===== src/rtl/i2cfp_pkg.sv =====
package i2cfp_pkg;
  localparam int unsigned ADDR_W  = 3;
  localparam int unsigned LVL_FW  = 7;
  localparam int unsigned NUM_EVT = 7;

  localparam logic [ADDR_W-1:0] RA_CTRL  = 3'd0;
  localparam logic [ADDR_W-1:0] RA_TRAIL = 3'd1;
  localparam logic [ADDR_W-1:0] RA_IEN   = 3'd2;
  localparam logic [ADDR_W-1:0] RA_ISTS  = 3'd3;
  localparam logic [ADDR_W-1:0] RA_FSTS  = 3'd4;
  localparam logic [ADDR_W-1:0] RA_TXD   = 3'd5;
  localparam logic [ADDR_W-1:0] RA_RXD   = 3'd6;

  localparam int unsigned EV_TX_AE  = 0;
  localparam int unsigned EV_RX_AF  = 1;
  localparam int unsigned EV_TX_UDR = 2;
  localparam int unsigned EV_TX_OVR = 3;
  localparam int unsigned EV_RX_UDR = 4;
  localparam int unsigned EV_RX_OVR = 5;
  localparam int unsigned EV_TRAIL  = 6;
endpackage


===== src/rtl/i2cfp_fifo.sv =====
module i2cfp_fifo #(
  parameter int unsigned DEPTH = 16,
  parameter int unsigned DW    = 8,
  localparam int unsigned PTR_W = $clog2(DEPTH),
  localparam int unsigned LVL_W = PTR_W + 1
) (
  input  logic             clk_i,
  input  logic             rst_ni,
  input  logic             flush_i,
  input  logic             push_i,
  input  logic [DW-1:0]    data_i,
  input  logic             pop_i,
  output logic [DW-1:0]    data_o,
  output logic [LVL_W-1:0] level_o,
  output logic             full_o,
  output logic             empty_o,
  output logic             ovr_o,
  output logic             udr_o
);
  logic [DW-1:0]    mem [DEPTH];
  logic [PTR_W-1:0] wr_ptr, rd_ptr;
  logic [LVL_W-1:0] level;
  logic             push_ok, pop_ok;

  assign full_o  = (level == LVL_W'(DEPTH));
  assign empty_o = (level == '0);
  assign push_ok = push_i & ~full_o & ~flush_i;
  assign pop_ok  = pop_i & ~empty_o & ~flush_i;
  assign ovr_o   = push_i & full_o & ~flush_i;
  assign udr_o   = pop_i & empty_o & ~flush_i;
  assign data_o  = empty_o ? '0 : mem[rd_ptr];
  assign level_o = level;

  always_ff @(posedge clk_i) begin
    if (push_ok) mem[wr_ptr] <= data_i;
  end

  always_ff @(posedge clk_i or negedge rst_ni) begin
    if (!rst_ni) begin
      wr_ptr <= '0;
      rd_ptr <= '0;
      level  <= '0;
    end else if (flush_i) begin
      wr_ptr <= '0;
      rd_ptr <= '0;
      level  <= '0;
    end else begin
      if (push_ok) wr_ptr <= wr_ptr + 1'b1;
      if (pop_ok)  rd_ptr <= rd_ptr + 1'b1;
      if (push_ok && !pop_ok)      level <= level + 1'b1;
      else if (pop_ok && !push_ok) level <= level - 1'b1;
    end
  end
endmodule


===== src/rtl/i2cfp_trail.sv =====
module i2cfp_trail #(
  parameter int unsigned CNT_W = 4
) (
  input  logic             clk_i,
  input  logic             rst_ni,
  input  logic             armed_i,
  input  logic             activity_i,
  input  logic [CNT_W-1:0] limit_i,
  output logic             fire_o
);
  logic [CNT_W-1:0] cnt;
  logic             tick;

  assign tick   = armed_i & ~activity_i;
  // one pulse on the transition into the limit; counter then saturates
  assign fire_o = tick && (limit_i != '0) && ((cnt + 1'b1) == limit_i);

  always_ff @(posedge clk_i or negedge rst_ni) begin
    if (!rst_ni)              cnt <= '0;
    else if (!tick)           cnt <= '0;
    else if (cnt < limit_i)   cnt <= cnt + 1'b1;
  end
endmodule


===== src/rtl/i2cfp_irq_regs.sv =====
module i2cfp_irq_regs #(
  parameter int unsigned N = 7
) (
  input  logic         clk_i,
  input  logic         rst_ni,
  input  logic [N-1:0] set_i,
  input  logic         clr_we_i,
  input  logic         en_we_i,
  input  logic [N-1:0] wdata_i,
  output logic [N-1:0] sts_o,
  output logic [N-1:0] en_o,
  output logic         irq_o
);
  for (genvar i = 0; i < N; i++) begin : g_evt
    always_ff @(posedge clk_i or negedge rst_ni) begin
      if (!rst_ni)                       sts_o[i] <= 1'b0;
      else if (set_i[i])                 sts_o[i] <= 1'b1;
      else if (clr_we_i && wdata_i[i])   sts_o[i] <= 1'b0;
    end
  end

  always_ff @(posedge clk_i or negedge rst_ni) begin
    if (!rst_ni)      en_o <= '0;
    else if (en_we_i) en_o <= wdata_i;
  end

  assign irq_o = |(sts_o & en_o);
endmodule


===== src/rtl/i2c_fifo_pair.sv =====
module i2c_fifo_pair
  import i2cfp_pkg::*;
#(
  parameter int unsigned DEPTH   = 16,
  parameter int unsigned TRAIL_W = 4
) (
  input  logic              clk_i,
  input  logic              rst_ni,
  input  logic              reg_we_i,
  input  logic              reg_re_i,
  input  logic [ADDR_W-1:0] reg_addr_i,
  input  logic [31:0]       reg_wdata_i,
  output logic [31:0]       reg_rdata_o,
  input  logic              tx_pop_i,
  output logic [7:0]        tx_data_o,
  input  logic              rx_push_i,
  input  logic [7:0]        rx_data_i,
  output logic              irq_o
);
  localparam int unsigned LVL_W = $clog2(DEPTH) + 1;

  logic              tx_en, rx_en;
  logic [LVL_FW-1:0] tx_trig, rx_trig;
  logic [TRAIL_W-1:0] trail_lim;

  logic tx_push, rx_pop, ists_we, ien_we;
  logic [LVL_W-1:0] tx_level, rx_level;
  logic [LVL_FW-1:0] tx_lvl, rx_lvl;
  logic tx_full, tx_empty, rx_full, rx_empty;
  logic tx_ovr, tx_udr, rx_ovr, rx_udr, trail_fire;
  logic [7:0] rx_head;
  logic [NUM_EVT-1:0] evt_set, sts, ien;
  logic unused_wdata;

  assign unused_wdata = ^{reg_wdata_i[31:23], reg_wdata_i[15:11], reg_wdata_i[3:2]};

  assign tx_push = reg_we_i & (reg_addr_i == RA_TXD);
  assign rx_pop  = reg_re_i & (reg_addr_i == RA_RXD);
  assign ists_we = reg_we_i & (reg_addr_i == RA_ISTS);
  assign ien_we  = reg_we_i & (reg_addr_i == RA_IEN);

  always_ff @(posedge clk_i or negedge rst_ni) begin
    if (!rst_ni) begin
      rx_en     <= 1'b0;
      tx_en     <= 1'b0;
      rx_trig   <= '0;
      tx_trig   <= '0;
      trail_lim <= '0;
    end else if (reg_we_i) begin
      if (reg_addr_i == RA_CTRL) begin
        rx_en   <= reg_wdata_i[0];
        tx_en   <= reg_wdata_i[1];
        rx_trig <= reg_wdata_i[4 +: LVL_FW];
        tx_trig <= reg_wdata_i[16 +: LVL_FW];
      end
      if (reg_addr_i == RA_TRAIL) trail_lim <= reg_wdata_i[TRAIL_W-1:0];
    end
  end

  i2cfp_fifo #(.DEPTH(DEPTH), .DW(8)) u_tx_fifo (
    .clk_i, .rst_ni,
    .flush_i (~tx_en),
    .push_i  (tx_push),
    .data_i  (reg_wdata_i[7:0]),
    .pop_i   (tx_pop_i),
    .data_o  (tx_data_o),
    .level_o (tx_level),
    .full_o  (tx_full),
    .empty_o (tx_empty),
    .ovr_o   (tx_ovr),
    .udr_o   (tx_udr)
  );

  i2cfp_fifo #(.DEPTH(DEPTH), .DW(8)) u_rx_fifo (
    .clk_i, .rst_ni,
    .flush_i (~rx_en),
    .push_i  (rx_push_i),
    .data_i  (rx_data_i),
    .pop_i   (rx_pop),
    .data_o  (rx_head),
    .level_o (rx_level),
    .full_o  (rx_full),
    .empty_o (rx_empty),
    .ovr_o   (rx_ovr),
    .udr_o   (rx_udr)
  );

  i2cfp_trail #(.CNT_W(TRAIL_W)) u_trail (
    .clk_i, .rst_ni,
    .armed_i    (rx_en & ~rx_empty),
    .activity_i (rx_push_i | rx_pop),
    .limit_i    (trail_lim),
    .fire_o     (trail_fire)
  );

  assign tx_lvl = LVL_FW'(tx_level);
  assign rx_lvl = LVL_FW'(rx_level);

  always_comb begin
    evt_set            = '0;
    evt_set[EV_TX_AE]  = tx_en & (tx_lvl <= tx_trig);
    evt_set[EV_RX_AF]  = rx_en & (rx_lvl >= rx_trig);
    evt_set[EV_TX_UDR] = tx_udr;
    evt_set[EV_TX_OVR] = tx_ovr;
    evt_set[EV_RX_UDR] = rx_udr;
    evt_set[EV_RX_OVR] = rx_ovr;
    evt_set[EV_TRAIL]  = trail_fire;
  end

  i2cfp_irq_regs #(.N(NUM_EVT)) u_irq (
    .clk_i, .rst_ni,
    .set_i    (evt_set),
    .clr_we_i (ists_we),
    .en_we_i  (ien_we),
    .wdata_i  (reg_wdata_i[NUM_EVT-1:0]),
    .sts_o    (sts),
    .en_o     (ien),
    .irq_o    (irq_o)
  );

  always_comb begin
    reg_rdata_o = '0;
    case (reg_addr_i)
      RA_CTRL: begin
        reg_rdata_o[0]            = rx_en;
        reg_rdata_o[1]            = tx_en;
        reg_rdata_o[4 +: LVL_FW]  = rx_trig;
        reg_rdata_o[16 +: LVL_FW] = tx_trig;
      end
      RA_TRAIL: reg_rdata_o[TRAIL_W-1:0] = trail_lim;
      RA_IEN:   reg_rdata_o[NUM_EVT-1:0] = ien;
      RA_ISTS:  reg_rdata_o[NUM_EVT-1:0] = sts;
      RA_FSTS: begin
        reg_rdata_o[0 +: LVL_FW]  = tx_lvl;
        reg_rdata_o[7]            = tx_full;
        reg_rdata_o[8]            = tx_empty;
        reg_rdata_o[16 +: LVL_FW] = rx_lvl;
        reg_rdata_o[23]           = rx_full;
        reg_rdata_o[24]           = rx_empty;
      end
      RA_RXD:  reg_rdata_o[7:0] = rx_head;
      default: reg_rdata_o = '0;
    endcase
  end
endmodule


===== config.mk =====
export PLATFORM = sky130hd
export DESIGN_NAME = i2c_fifo_pair
export DESIGN_NICKNAME = d
export VERILOG_FILES = /design/src/rtl/i2cfp_pkg.sv /design/src/rtl/i2cfp_fifo.sv /design/src/rtl/i2cfp_trail.sv /design/src/rtl/i2cfp_irq_regs.sv /design/src/rtl/i2c_fifo_pair.sv
export SDC_FILE = /design/constraint.sdc
export NUM_CORES = 1
export LEC_CHECK = 0
export ABC_AREA = 1
export BUFFER_PORTS_ARGS = -buffer_cell sky130_fd_sc_hd__buf_2
export CORE_AREA = 2 2 159 223
export CTS_CLUSTER_SIZE = 10
export DETAILED_ROUTE_END_ITERATION = 12
export DIE_AREA = 0 0 161 225
export GPL_TIMING_DRIVEN = 0
export SETUP_SLACK_MARGIN = 0.4
export SLEW_MARGIN = 20
export SYNTH_ARGS = -nofsm -noshare
export SYNTH_HDL_FRONTEND = slang
export SYNTH_HIERARCHICAL = 1
export SYNTH_SLANG_ARGS = --single-unit

===== constraint.sdc =====
create_clock -name clk_i -period 5.4 [get_ports clk_i]
set_clock_uncertainty 0.15 [all_clocks]
set_input_delay 0.27 -clock clk_i [delete_from_list [all_inputs] [get_ports clk_i]]
set_output_delay 0.27 -clock clk_i [all_outputs]
set_load 0.02 [all_outputs]

* Word-level counts from Yosys, hierarchy flattened
Memories as Yosys holds them, arrays and structs flattened.
Cells that the tools add are included.
** Word-level totals
- Memory bits (writable) :: 256
- Output and inout bits :: 41
- Latch bits :: 0
- Bits of input ports :: 49
- Memories :: 2
- Register bits :: 64
- ROM bits :: 0
** Cells by class
- Mux-type cells :: 44
- Div/mod/pow operators :: 0
- Reductions and logical operators :: 31
- Bitwise gates (word level) :: 31
- Equal/unequal tests :: 16
- Add/sub/neg operators :: 9
- Multiply operators :: 0
- Magnitude comparators :: 3
- Shift-type cells :: 0
** Memories
- u_rx_fifo.mem :: depth 16, bits a word 8, read ports 1, clocked after Yosys merged registers in 0, write ports 1, line i2cfp_fifo.sv:20 : logic [DW-1:0] mem [DEPTH];
- u_tx_fifo.mem :: depth 16, bits a word 8, read ports 1, clocked after Yosys merged registers in 0, write ports 1, line i2cfp_fifo.sv:20
** Operator list (number)
- 4-bit 2-to-1 mux :: 10
- 5-bit 2-to-1 mux :: 6
- 1-bit bitwise AND :: 24
- 4-bit by 1-bit adder with 4-bit output (second input constant) :: 5
- 1-bit 2-to-1 mux :: 18
- 8-bit 2-to-1 mux :: 2
- 3-bit case mux with 5 select lines :: 1
- 7-bit case mux with 2 select lines :: 1
- 2-bit nonzero test :: 7
- 1-bit logical AND :: 13
- 2-bit case mux with 6 select lines :: 1
- 5-bit by 1-bit adder with 5-bit output (second input constant) :: 2
- 5-bit == test (second input constant) :: 2
- 5-bit logical NOT :: 2
- 2-bit case mux with 5 select lines :: 1
- 5-bit by 1-bit subtractor with 5-bit output (second input constant) :: 2
- 3-bit == test (second input constant) :: 3
- 2-bit by 1-bit != test with 1-bit output (second input constant) :: 4
- 7-bit bitwise AND :: 1
- 5-bit by 7-bit greater-or-equal comparator with 1-bit output :: 1
- 5-bit by 7-bit less-or-equal comparator with 1-bit output :: 1
- 7-bit OR reduction :: 1
- 3-bit by 2-bit == test with 1-bit output (second input constant) :: 2
- 3-bit by 1-bit != test with 1-bit output (second input constant) :: 2
- 13 further kinds :: 22

* Depth between registers and ports, before layout
- Depth in word-level cells :: 9
- Depth in mapped cells :: 17
- Depth with buffers taken out :: 17

* Cells and area by module
The synthesis kept the hierarchy.
** By module, submodules not included
- i2cfp_fifo :: area each 6262.3 µm², cells each 549, instances 2
- i2c_fifo_pair :: area each 1656.6 µm², cells each 231, instances 1
- i2cfp_irq_regs :: area each 580.6 µm², cells each 64, instances 1
- i2cfp_trail :: area each 425.4 µm², cells each 67, instances 1

* Worst setup path after synthesis
Ideal clock, no wire load.
- Path type :: input-to-reg
- Start point :: in reg_addr_i[2]
- End point :: reg u_tx_fifo.level[4] (netlist: u_tx_fifo/level_o[4])
- Arrival :: 2.098 ns
- Cell stages on the path :: 16
- Setup time :: 0.116 ns
- Slack :: 3.036 ns
- Path buffers :: 0
- Required time :: 5.134 ns
- Cells stage by stage :: inv_1 > nor4_1 > inv_1 > nor2_2 > nand2_4 > inv_4 > nand2_8 > fa_1 > nand3_1 > nand3_1 > nand2_1 > inv_1 > nand2_1 > nand2_1 > nand2_1 > nand2_1
** On the way
- Longest elaborated chain between the ends :: 7
- Elaborated cells between the ends (all ways) :: 10
- Classes of those cells :: eq/ne: 2; mux: 2; bitwise: 3; reduce/logical: 3
** Ends and longest elaborated chain
- start, declared :: line i2c_fifo_pair.sv:11 : input logic [ADDR_W-1:0] reg_addr_i,
- 3-bit == test (*) :: line i2c_fifo_pair.sv:37 : assign tx_push = reg_we_i & (reg_addr_i == RA_TXD);
- 1-bit bitwise AND (*) :: line i2c_fifo_pair.sv:37
- via tx_push :: line i2c_fifo_pair.sv:26 : logic tx_push, rx_pop, ists_we, ien_we;
- 1-bit bitwise AND (*) (2 in a row) :: line i2cfp_fifo.sv:27 : assign push_ok = push_i & ~full_o & ~flush_i;
- 1-bit logical NOT / 1-bit logical AND (equally long branches) :: line i2cfp_fifo.sv:51, i2cfp_fifo.sv:50
- 1-bit logical AND / 5-bit 2-to-1 mux (equally long branches) :: line i2cfp_fifo.sv:51, i2cfp_fifo.sv:50
- 3-bit by 1-bit != test with 1-bit output (no source line) / 5-bit 2-to-1 mux (equally long branches)
- end signal, assigned :: line i2cfp_fifo.sv:50 : if (push_ok && !pop_ok) level <= level + 1'b1;
- end signal, assigned :: line i2cfp_fifo.sv:51 : else if (pop_ok && !push_ok) level <= level - 1'b1;
- end, declared :: line i2cfp_fifo.sv:22 : logic [LVL_W-1:0] level;
Mark *: on every way through the listed nets, which the timed path passes. The rest lies on a longest branch.
A chain may end at the register's enable or synchronous reset.

* Final worst setup path
- Start point :: in reg_we_i
- End point :: mem u_tx_fifo.mem[9][0], enable pin
** On the way
- Longest elaborated chain between the ends :: 5
** Ends and longest elaborated chain
- start, declared :: line i2c_fifo_pair.sv:9 : input logic reg_we_i,
- 1-bit bitwise AND :: line i2c_fifo_pair.sv:37
- via tx_push :: line i2c_fifo_pair.sv:26
- 1-bit bitwise AND (2 in a row) :: line i2cfp_fifo.sv:27
- 1-bit 2-to-1 mux :: line i2cfp_fifo.sv:35 : if (push_ok) mem[wr_ptr] <= data_i;
- 1-bit 2-to-1 mux (not written as such) :: line i2cfp_fifo.sv:35
- end, declared :: line i2cfp_fifo.sv:20
The timed path passes the listed nets, and every way through them passes these cells.

==> metrics.cfg <==
[clocking]
cts_hold_buf=16
cts_setup_buffers=0
path_clk_slew_ns=0.05
root_buffer=clkbuf_16
cts_tree=yes
clk_path_buf_depth=3
clk_latency_ns=0.53
cts_sinks=320
cts-resized-gates=0
htreeDepth=2
numCtsBuffers=38

[critical_path]
crit_path_start_kind=primary input
worstSetupPathType=in2reg
arrival_ns=3.22
crit_fanout=8
cp_common_cell=inv_1
max_stage_delay_ns=0.77
crit_family=simple AND/OR/NAND/NOR gates
path_cells=dlygate4sd3_1 > buf_2 > inv_1 > nor4_1 > inv_1 > nor2_2 > nand2_4 > inv_4 > nand2_1 > nor2_1
crit_slowest_cell=nor2_1
timing.critical_path.buf_inv=5
cp.required_ns=5.39
critPathCaptureType=flop

[timing]
max_freq_mhz=310
period_needed_ns=3.23
rsz0062_at_grt=no
hold_viol=0
final-max-slew-violation-count=0
slew_headroom=0.342
whs_ns=0.0151
setup_tns_ns=0
tightest_slew_ns=0.983
final-setup-viol-count=0
finalCritPeriodShare=0.598

[synthesis]
synth-main-ff-cell=edfxtp_1
synth_top_area_cell=edfxtp_1
syn_area_per_cell_um2=10.4
async_reset_ff_frac=0.200
ys_ff_latch=320
synth_area_leaders=edfxtp_1, nand2_1, dfrtp_1
synth_cells=1460
synth_cell_types=42
yosysSeqAreaShare=0.612
synth_top_area_share=0.506
synth_area_um2=15200
synth_edf_count=256
yosys_warnings=6

[worst_hold_path]
hold_class=in2reg

[global_route]
grt_antenna_before_repair=0
grtUsageTotal=0.211
grt_max_degree=41
grt_pass1_wl_um=58300
grt_pass1_vias=10394
grt_overflow=0

[pwr]
powerDensity_nw_per_um2=387
total_power_mw=6.73
ir_worst_vdd_v=0.000262
total_leakage_power_nw=7.16

[finish]
utilization=0.511
final_cell_mix=nand2_1, edfxtp_1, nor2_1, inv_1, buf_2
layout_commonest_cell=nand2_1
seqCellArea_um2=9290
fillers=3151
area_delta_synth_final_pct=14.5
drive_gt1_frac=0.175
layout.nets=1675
multi_input_area_um2=4990
diodes=0

[drt]
drt_iter0_drc=582
vias_per_cell=5.10
wl_per_cell_um=18.4
vias=10512
antenna_left=0
drc=0
postRouteWirelength_um=38000
drtPass1Iterations=5

[placed_design]
numPortBuffers=63
detailed_place_hpwl_um=26900
gp_congestion=0.855

[floorplanning]
die_x_um=161
design.core.area_um2=34000
core.rowCount=80
die_y_um=225
io_pins=90
initial_core_util=0.446
fp.dieArea_um2=36200

[outcome]
outcome=finished, final reports clean

[run]
cap_violations=0

-- cells in the mapped netlist, types with 2 or more instances --
cell,instances
inv_4,5
a22oi_1,2
dfrtp_1,64
nor2_1,132
ha_1,33
nor2_8,2
nand4_1,10
fa_1,2
a21oi_4,2
xor2_1,4
inv_1,83
nand2_2,7
o21ai_2,6
clkinv_2,2
buf_6,10
buf_8,9
a21oi_1,64
o22ai_1,16
inv_6,2
o21ai_1,22
a21o_1,7
nand3_2,4
nor2_2,15
nor2_4,2
buf_4,26
nand2_1,456
nand2_4,8
a21boi_0,16
buf_2,17
nor3_1,7
o21ai_0,52
edfxtp_1,256
nand3_1,55
nand2_8,2
a21oi_2,47
inv_2,7
-- layer usage --
metal  track usage  vias to the layer above  part of all wire
li1              -                     5153                 -
met1         0.229                     5054              0.38
met2         0.403                      220              0.54
met3        0.0296                       85             0.034
met4        0.0991                        0             0.043
met5             0                        -                 0
-- where the power goes --
part           internal (mW)  switching (mW)  total, mW
logic                  0.524            1.06       1.59
clock network           1.38           0.922       2.30
registers               2.76          0.0802       2.84
-- flip-flops by register name (all words and copies together) (netlist names) --
| register | flops |
|---|---|
| rx_en | 1 |
| rx_trig | 7 |
| trail_lim | 4 |
| tx_en | 1 |
| tx_trig | 7 |
| u_irq/en_o | 7 |
| u_irq/sts_o | 7 |
| u_rx_fifo/level_o | 5 |
| u_rx_fifo/mem | 128 |
| u_rx_fifo/rd_ptr | 4 |
| u_rx_fifo/wr_ptr | 4 |
| u_trail/cnt | 4 |
| u_tx_fifo/level_o | 5 |
| u_tx_fifo/mem | 128 |
| u_tx_fifo/rd_ptr | 4 |
| u_tx_fifo/wr_ptr | 4 |
-- layout make-up --
| type | instances | share of cell area |
|---|---|---|
| Clock inverter | 2 | 0.000575 |
| Buffer | 63 | 0.0315 |
| Clock buffer | 59 | 0.0629 |
| Timing Repair Buffer | 80 | 0.0286 |
| Multi-Input combinational cell | 989 | 0.287 |
| Sequential cell | 320 | 0.534 |
| Tap cell | 451 | 0.0324 |
| Inverter | 99 | 0.0228 |
-- logic make-up after synthesis --
kind of cell	share of synthesized area
flip-flops	0.612
AND/OR/NAND/NOR	0.196
adder cells (fa/ha/maj)	0.0298
AO/OA/AOI/OAI	0.0976
XOR/XNOR	0.00231
buffers and inverters	0.0622
other	0.000247
-- final timing paths --
path	from	to	slack (ns)	cells past startpoint
setup reg to reg	u_tx_fifo/level_o[1]	u_tx_fifo/mem[9][0]	2.91	6
setup / recovery	reg_we_i	u_tx_fifo/mem[9][0]	2.17	10
max in group asynchronous	rst_ni	u_trail/cnt[3]	4.48	3
hold / removal	rx_data_i[5]	u_rx_fifo/mem[4][5]	0.02	1
hold reg to reg	tx_en	tx_en	0.34	2
min in group asynchronous	rst_ni	u_rx_fifo/rd_ptr[2]	0.06	2
-- stage by stage --
step | cells | cell area, µm² | setup slack [ns]
2_1_floorplan | 1471 | 15200 | 3.04
3_3_place_gp | 1985 | 16100 | 2.19
3_5_place_dp | 1986 | 16100 | 2.14
4_1_cts | 2063 | 17400 | 2.21
5_1_grt | 2063 | 17400 | 2.00
6_report | 2063 | 17400 | 2.17
No activity file was read; power rests on OpenSTA's default activity.
